### src/rtl/strap_pkg.sv
package strap_pkg;

  typedef struct packed {
    logic ref_oe;
    logic stop_en;
  } aux_role_t;

  // Index of the final counter value inside a window of w cycles.
  function automatic int unsigned window_last(input int unsigned w);
    return (w > 0) ? w - 1 : 0;
  endfunction

  // Role of the dual-function pin from the capture flag and the mode strap.
  function automatic aux_role_t aux_decode(input logic captured, input logic mode);
    aux_role_t r;
    r.ref_oe  = captured & ~mode;
    r.stop_en = captured &  mode;
    return r;
  endfunction

endpackage

### src/rtl/strap_sync.sv
module strap_sync (
  input  logic clk,
  input  logic arst_n,
  output logic q
);
  logic meta;

  always_ff @(posedge clk or negedge arst_n) begin
    if (!arst_n) begin
      meta <= 1'b0;
      q    <= 1'b0;
    end else begin
      meta <= 1'b1;
      q    <= meta;
    end
  end
endmodule

### src/rtl/strap_window_timer.sv
module strap_window_timer #(
  parameter int unsigned WINDOW_CYCLES = 28636
) (
  input  logic clk,
  input  logic arst_n,
  input  logic run,
  output logic fire
);
  import strap_pkg::*;

  localparam int unsigned CW = (WINDOW_CYCLES > 1) ? $clog2(WINDOW_CYCLES) : 1;
  localparam logic [CW-1:0] LAST = CW'(window_last(WINDOW_CYCLES));

  logic [CW-1:0] cnt;

  assign fire = run && (cnt == LAST);

  always_ff @(posedge clk or negedge arst_n) begin
    if (!arst_n) begin
      cnt <= '0;
    end else if (run && !fire) begin
      cnt <= cnt + 1'b1;
    end
  end
endmodule

### src/rtl/strap_capture.sv
module strap_capture #(
  parameter int unsigned NUM_PINS = 5
) (
  input  logic                clk,
  input  logic                arst_n,
  input  logic                fire,
  input  logic [NUM_PINS-1:0] pin_level,
  output logic [NUM_PINS-1:0] strap,
  output logic                done
);
  always_ff @(posedge clk or negedge arst_n) begin
    if (!arst_n) begin
      done <= 1'b0;
    end else if (fire) begin
      done <= 1'b1;
    end
  end

  for (genvar i = 0; i < NUM_PINS; i++) begin : g_bit
    always_ff @(posedge clk or negedge arst_n) begin
      if (!arst_n) begin
        strap[i] <= 1'b0;
      end else if (fire && !done) begin
        strap[i] <= pin_level[i];
      end
    end
  end
endmodule

### src/rtl/strap_sampler.sv
module strap_sampler #(
  parameter int unsigned NUM_PINS      = 5,
  parameter int unsigned WINDOW_CYCLES = 28636,
  parameter int unsigned MODE_IDX      = 0
) (
  input  logic                clk,
  input  logic                supply_good,
  input  logic [NUM_PINS-1:0] pin_level,
  output logic [NUM_PINS-1:0] strap,
  output logic [NUM_PINS-1:0] pin_oe,
  output logic                done,
  output logic                aux_ref_oe,
  output logic                aux_stop_en
);
  import strap_pkg::*;

  logic      rdy;
  logic      fire;
  logic      run;
  aux_role_t role;

  strap_sync u_sync (
    .clk   (clk),
    .arst_n(supply_good),
    .q     (rdy)
  );

  assign run = rdy & ~done;

  strap_window_timer #(.WINDOW_CYCLES(WINDOW_CYCLES)) u_timer (
    .clk   (clk),
    .arst_n(supply_good),
    .run   (run),
    .fire  (fire)
  );

  strap_capture #(.NUM_PINS(NUM_PINS)) u_cap (
    .clk      (clk),
    .arst_n   (supply_good),
    .fire     (fire),
    .pin_level(pin_level),
    .strap    (strap),
    .done     (done)
  );

  for (genvar i = 0; i < NUM_PINS; i++) begin : g_oe
    assign pin_oe[i] = done;
  end

  assign role        = aux_decode(done, strap[MODE_IDX]);
  assign aux_ref_oe  = role.ref_oe;
  assign aux_stop_en = role.stop_en;
endmodule

### config.mk
export PLATFORM = sky130hd
export DESIGN_NAME = strap_sampler
export DESIGN_NICKNAME = d
export VERILOG_FILES = /design/src/rtl/strap_pkg.sv /design/src/rtl/strap_sync.sv /design/src/rtl/strap_window_timer.sv /design/src/rtl/strap_capture.sv /design/src/rtl/strap_sampler.sv
export SDC_FILE = /design/constraint.sdc
export NUM_CORES = 1
export LEC_CHECK = 0
export ABC_AREA = 1
export BUFFER_PORTS_ARGS = -buffer_cell sky130_fd_sc_hd__buf_2
export CORE_MARGIN = 1.5
export CORE_UTILIZATION = 35
export DETAILED_ROUTE_END_ITERATION = 6
export GPL_TIMING_DRIVEN = 0
export HOLD_SLACK_MARGIN = 0.02
export PLACE_DENSITY = 0.51
export RECOVER_POWER = 25
export SETUP_SLACK_MARGIN = 0.02
export SLEW_MARGIN = 25
export SYNTH_ARGS = -nofsm -noshare
export SYNTH_HDL_FRONTEND = slang
export SYNTH_SLANG_ARGS = --single-unit
### constraint.sdc
create_clock -name clk -period 3.85 [get_ports clk]
set_input_delay 0 -clock clk [delete_from_list [all_inputs] [get_ports clk]]
set_output_delay 0 -clock clk [all_outputs]
set_load 0.05 [all_outputs]
==> results of run 1 <==
final cells by class:
cell class | instances | area [sq um]
fillers | 376 | 2060
multi-input cells | 135 | 654
flip-flops and latches | 23 | 576
repair buffers | 25 | 154
plain buffers | 8 | 65.1
well taps | 48 | 60.1
inverters | 13 | 48.8
clock buffers | 4 | 45.0
cell usage after synthesis:
cell | n | share of area
buf_2 | 1 | 0.0037
buf_4 | 5 | 0.028
buf_6 | 2 | 0.017
conb_1 | 1 | 0.0028
dfrtp_1 | 23 | 0.43
ha_1 | 1 | 0.0093
inv_1 | 11 | 0.031
inv_2 | 2 | 0.0056
nand2_1 | 85 | 0.24
nand2_2 | 2 | 0.0093
nand2_4 | 1 | 0.0084
nand3_1 | 13 | 0.048
nand3b_4 | 1 | 0.015
nand4_1 | 6 | 0.028
nor2_1 | 12 | 0.034
nor2_2 | 3 | 0.014
nor2_4 | 1 | 0.0084
nor2_8 | 1 | 0.015
o21ai_4 | 1 | 0.012
xnor2_1 | 4 | 0.026
xor2_1 | 3 | 0.020
flip-flops by register name, summed over array words and instances (netlist names):
signal and count:
u_cap.done 1, u_sync.q 1, u_sync.meta 1, u_cap.strap 5, u_timer.cnt 15
cells by family after synthesis:
group                    synth area share
AND/OR/NAND/NOR                     0.417
flip-flops                          0.428
buffers and inverters              0.0847
XOR/XNOR                           0.0456
AO/OA/AOI/OAI                      0.0121
adder cells (fa/ha/maj)           0.00931
other                             0.00279
metal layers:
layer | global-route usage | routed length, microns | up-vias
met5 | 0 | 0 | -
met4 | 0.0399 | 22 | 0
met3 | 0.0260 | 74 | 2
met2 | 0.206 | 1190 | 12
met1 | 0.215 | 1420 | 511
li1 | - | - | 603
power groups by stage:
stage | sequential, mW | combinational [mW] | clock (mW)
4_1_cts | 0.288 | 0.0996 | 0.157
2_1_floorplan | 0.287 | 0.0746 | 0
6_report | 0.288 | 0.0979 | 0.150
3_3_place_gp | 0.292 | 0.0933 | 0
3_5_place_dp | 0.292 | 0.0949 | 0
5_1_grt | 0.293 | 0.114 | 0.173
what timing repair did:
item                                   in CTS  in global routing
resized for setup                           0                  0
hold buffers                                6                  0
endpoints found under the hold margin      28                  0
worst min-delay path by stage:
stage | startpoint | to | slack [ns] | depth (start not counted)
2_1_floorplan | supply_good | u_cap.done$_DFFE_PN0P_ | -0.30 | 0
3_3_place_gp | supply_good | u_timer.cnt[2]$_DFFE_PN0P_ | 0.006 | 1
3_5_place_dp | supply_good | u_timer.cnt[2]$_DFFE_PN0P_ | 0.01 | 1
4_1_cts | supply_good | u_timer.cnt[2]$_DFFE_PN0P_ | 0.27 | 2
5_1_grt | u_sync.meta$_DFF_PN0_ | u_sync.q$_DFF_PN0_ | 0.38 | 0
6_report | u_sync.meta$_DFF_PN0_ | u_sync.q$_DFF_PN0_ | 0.36 | 0
worst reg2reg max path: stages, from the launching register on:
cell and delay, ns:
dfrtp_1 0.44, ha_1 0.28, nand2_1 0.09, nor2_2 0.15
nand2_4 0.09, o21ai_4 0.22, buf_6 0.18, nand2_1 0.06
nand2_1 0.06
==> flow_metrics.tcl, run 1 <==
set metrics [dict create \
    r2r-start "u_timer.cnt[0]$_DFFE_PN0P_" \
    drt_iter0_markers 65 \
    postPlaceCellArea_sq_um 1500 \
    status "completed" \
    overflow 0 \
    power_switching_mw 0.158 \
    nets 217 \
    drtPass1Iterations 4 \
    cts_made_buffers 3 \
    worstHoldPathType "reg2reg" \
    cp.depth 8 \
    fmax_mhz 610 \
    hold_viol 0 \
    stdcell_area_sq_um 1600 \
    wl_per_cell_microns 10.6 \
    diodes 0 \
    antenna_found_initial 0 \
    post_cts_buffers 0 \
    p_leak_nw 0.860 \
    cts_tree "built" \
    synth_area_sq_um 1340 \
    htreeDepth 1 \
    dp_slack_ns 2.20 \
    via_per_inst 4.41 \
    syn2layout_area_growth_pct 19.3 \
    detailed_place_hpwl_microns 2020 \
    synth.ff_latch_count 23 \
    fin_tns_setup_ns 0 \
    final_common_cell "nand2_1" \
    final_max_slew_viol_count 0 \
    die_h_microns 65.0 \
    seq_power_share 0.538 \
    cp_slowest_cell "dfrtp_1" \
    vdd_drop_max_uv 122 \
    final_cell_mix "85 x nand2_1, 23 x dfrtp_1, 19 x buf_2" \
    grt_usage 0.143 \
    cts_sinks 23 \
    relSlewSlack 0.172 \
    ant_nets 0 \
    place.port_buffers 19 \
    clk_pin_slew_ns 0.08 \
    synthCells 179 \
    swShare 0.294 \
    synth_seq_area_share 0.428 \
    drc 0 \
    stdcell_count 256 \
    endpoint "u_timer.cnt[8]$_DFFE_PN0P_" \
    finalWorstSetupSlack_ns 2.21 \
    comb_power_share 0.183 \
    p_int_mw 0.378 \
    core_area_sq_um 3660 \
    io-pin-count 20 \
    syn_nets 187 \
    worstMarginPinSlew_ns 1.24 \
    gp_congestion 0.772 \
    grt_max_degree 24 \
    clk_latency_ns 0.26 \
    start_util 0.367 \
    cp.arrival_ns 1.84 \
    post-route-util 0.438 \
    maxCapViolations 0 \
    layout_min_cycle_time_ns 1.64 \
    worst-setup-path-type "reg2reg" \
    finalClockSkew_ns 0.00192 \
    die_x_microns 65.0 \
    rsz0062_at_grt "false" \
    place_inst 246 \
    cts_buffer_depth 2 \
    path_buf_inv 1 \
    clockRootBuffer "clkbuf_8" \
    setup-violations-final 0 \
    num_vias 1128 \
    crit_fanout 10 \
    power_density_nw_per_um2 334 \
    die_area_sq_um 4220 \
    grt_pass1_wl_microns 4770 \
    end_kind "flop" \
    crit_family "simple AND/OR/NAND/NOR gates" \
    critPathRequiredTime_ns 4.05 \
    clockPowerShare 0.280 \
    drt_wl_total_microns 2710 \
    path_common_cell "nand2_1" \
    fin_crit_sh 0.426 \
    grt_pass1_vias 1043 \
    rows 22 \
    yosysWarnings 0 \
    rr_endpoint "u_timer.cnt[8]$_DFFE_PN0P_" \
    reg2reg_setup_slack_ns 2.21 \
    yosys.cell_types.count 21 \
    crit_start "u_timer.cnt[0]$_DFFE_PN0P_" \
    synth_area_per_cell_sq_um 7.51 \
    crit_path_max_incr_delay_ns 0.44 \
    holdWs_ns 0.355 \
    design_power_total_mw 0.536 \
    reg2reg_depth 8 \
    startpoint_type "flop" \
    crit_chain "ha_1, nand2_1, nor2_2, nand2_4, o21ai_4, buf_6, nand2_1, nand2_1" \
    drive_above_1_share 0.197 \
]
(Power assumes the default switching activity.)
==> inputs of run 2 (changes only) <==
--- a/config.mk
+++ b/config.mk
@@ -12,7 +12,7 @@
 export DETAILED_ROUTE_END_ITERATION = 6
 export GPL_TIMING_DRIVEN = 0
 export HOLD_SLACK_MARGIN = 0.02
-export PLACE_DENSITY = 0.51
+export PLACE_DENSITY = 0.53
 export RECOVER_POWER = 25
 export SETUP_SLACK_MARGIN = 0.02
 export SLEW_MARGIN = 25
==> constraint.sdc (replaced) <==
create_clock -name clk -period 1.5 [get_ports clk]
set_input_delay 0 -clock clk [delete_from_list [all_inputs] [get_ports clk]]
set_output_delay 0 -clock clk [all_outputs]
set_load 0.05 [all_outputs]
==> flow_metrics.tcl, run 2 (synthesized netlist as in run 1, its figures left out) <==
set metrics [dict create \
    grt_usage 0.147 \
    num_vias 1174 \
    final_common_cell "nand2_1" \
    io-pin-count 20 \
    via_per_inst 4.43 \
    clk_pin_slew_ns 0.09 \
    cts_made_buffers 3 \
    grt_max_degree 24 \
    drt_iter0_markers 54 \
    htreeDepth 1 \
    start_util 0.367 \
    p_leak_nw 0.924 \
    crit_fanout 7 \
    wl_per_cell_microns 10.5 \
    layout_min_cycle_time_ns 1.44 \
    largest_reg_flops 15 \
    fillers 382 \
    finalClockSkew_ns 0.00452 \
    drtPass1Iterations 4 \
    seq_power_share 0.500 \
    setup-violations-final 0 \
    nets 226 \
    hold_viol 0 \
    die_x_microns 65.0 \
    worstMarginPinSlew_ns 0.581 \
    drive_above_1_share 0.276 \
    crit_chain "nand2_2, nor2_4, nand2_4, o21ai_4, buf_6, nand2_1, nand2_1" \
    final_max_slew_viol_count 0 \
    met1_usage 0.210 \
    regMostFlops "u_timer.cnt" \
    ant_nets 0 \
    power_switching_mw 0.450 \
    swShare 0.304 \
    grt_use_met3 0.0156 \
    antenna_found_initial 0 \
    diodes 0 \
    crit_family "simple AND/OR/NAND/NOR gates" \
    cp_slowest_cell "dfrtp_1" \
    largestRegisters "u_timer.cnt (15), u_cap.strap (5)" \
    drc 0 \
    fin_tns_setup_ns 0 \
    fin_crit_sh 0.960 \
    end_kind "flop" \
    maxCapViolations 0 \
    gp_congestion 0.844 \
    clk_latency_ns 0.26 \
    regArea_sq_um 577 \
    power_density_nw_per_um2 860 \
    fmax_mhz 695 \
    worst-setup-path-type "reg2reg" \
    crit_path_max_incr_delay_ns 0.45 \
    clockPowerShare 0.266 \
    path_common_cell "nand2_1" \
    cp.arrival_ns 1.65 \
    met2_usage 0.241 \
    cts_buffer_depth 2 \
    overflow 0 \
    startpoint_type "flop" \
    p_int_mw 1.03 \
    comb_power_share 0.234 \
    cts_tree "built" \
    place.port_buffers 19 \
    worstHoldPathType "in2async" \
    detailed_place_hpwl_microns 1970 \
    cts_sinks 23 \
    grt_busiest_layer "met2" \
    die_area_sq_um 4220 \
    vdd_drop_max_uv 411 \
    dp_slack_ns -0.185 \
    grt_pass1_wl_microns 4970 \
    multiInputGateArea_sq_um 699 \
    rows 22 \
    rsz0062_at_grt "true" \
    core_area_sq_um 3660 \
    die_h_microns 65.0 \
    finalWorstSetupSlack_ns 0.0603 \
    syn2layout_area_growth_pct 28.1 \
    critPathRequiredTime_ns 1.71 \
    relSlewSlack 0.612 \
    final_cell_mix "83 x nand2_1, 22 x dfrtp_1, 19 x buf_2" \
    path_buf_inv 1 \
    drt_wl_total_microns 2780 \
    status "completed" \
    clockRootBuffer "clkbuf_8" \
    grt_pass1_vias 1102 \
]
[run 2: cell type report]
type                       count  area share
multi-input combinational    135       0.406
sequential                    23       0.335
timing repair buffer          34       0.132
buffer                         8      0.0378
tap                           48      0.0349
inverter                      13      0.0283
clock buffer                   4      0.0262
[run 2: power by group through the flow]
| stage | logic, mW | clock network, mW | registers [mW] |
|---|---|---|---|
| floorplan | 0.191 | 0 | 0.737 |
| global placement | 0.238 | 0 | 0.750 |
| detailed placement | 0.244 | 0 | 0.750 |
| CTS | 0.322 | 0.403 | 0.739 |
| global route | 0.391 | 0.439 | 0.752 |
| finish | 0.347 | 0.394 | 0.740 |
[run 2: repair_timing]
action                                 4_1_cts  5_1_grt
cloned                                       1        0
pin swaps                                    3        6
endpoints found under the hold margin       28        0
resized for setup                            7        7
setup endpoints to repair                   21       20
hold buffers                                 6        0
setup buffers                                5        3
[run 2: metal layers]
metal,wire (microns),vias to the layer above
met3,52,2
met5,0,-
met4,18,0
met1,1470,540
li1,-,621
met2,1240,11
[run 2: per-stage QoR]
| step | hold slack [ns] | cells | utilization | cell area, sq um | total power [mW] |
|---|---|---|---|---|---|
| floorplan | -0.296 | 179 | - | 1350 | 0.928 |
| global placement | 0.0105 | 246 | 0.410 | 1500 | 0.988 |
| detailed placement | 0.0135 | 246 | 0.410 | 1500 | 0.995 |
| CTS | 0.261 | 262 | 0.457 | 1670 | 1.46 |
| global route | 0.319 | 265 | 0.470 | 1720 | 1.58 |
| finish | 0.256 | 265 | 0.470 | 1720 | 1.48 |
[run 2: final timing paths]
check | from | endpoint | slack (ns) | cells past startpoint
worst min register to register | u_sync.meta$_DFF_PN0_ | u_sync.q$_DFF_PN0_ | 0.36 | 0
min in group clk | u_sync.meta$_DFF_PN0_ | u_sync.q$_DFF_PN0_ | 0.36 | 0
worst max-delay path | u_timer.cnt[9]$_DFFE_PN0P_ | u_timer.cnt[9]$_DFFE_PN0P_ | 0.06 | 7
worst max register to register | u_timer.cnt[9]$_DFFE_PN0P_ | u_timer.cnt[9]$_DFFE_PN0P_ | 0.06 | 7
max in group asynchronous | supply_good | u_timer.cnt[0]$_DFFE_PN0P_ | 0.83 | 2
worst min-delay path | supply_good | u_timer.cnt[3]$_DFFE_PN0P_ | 0.26 | 2
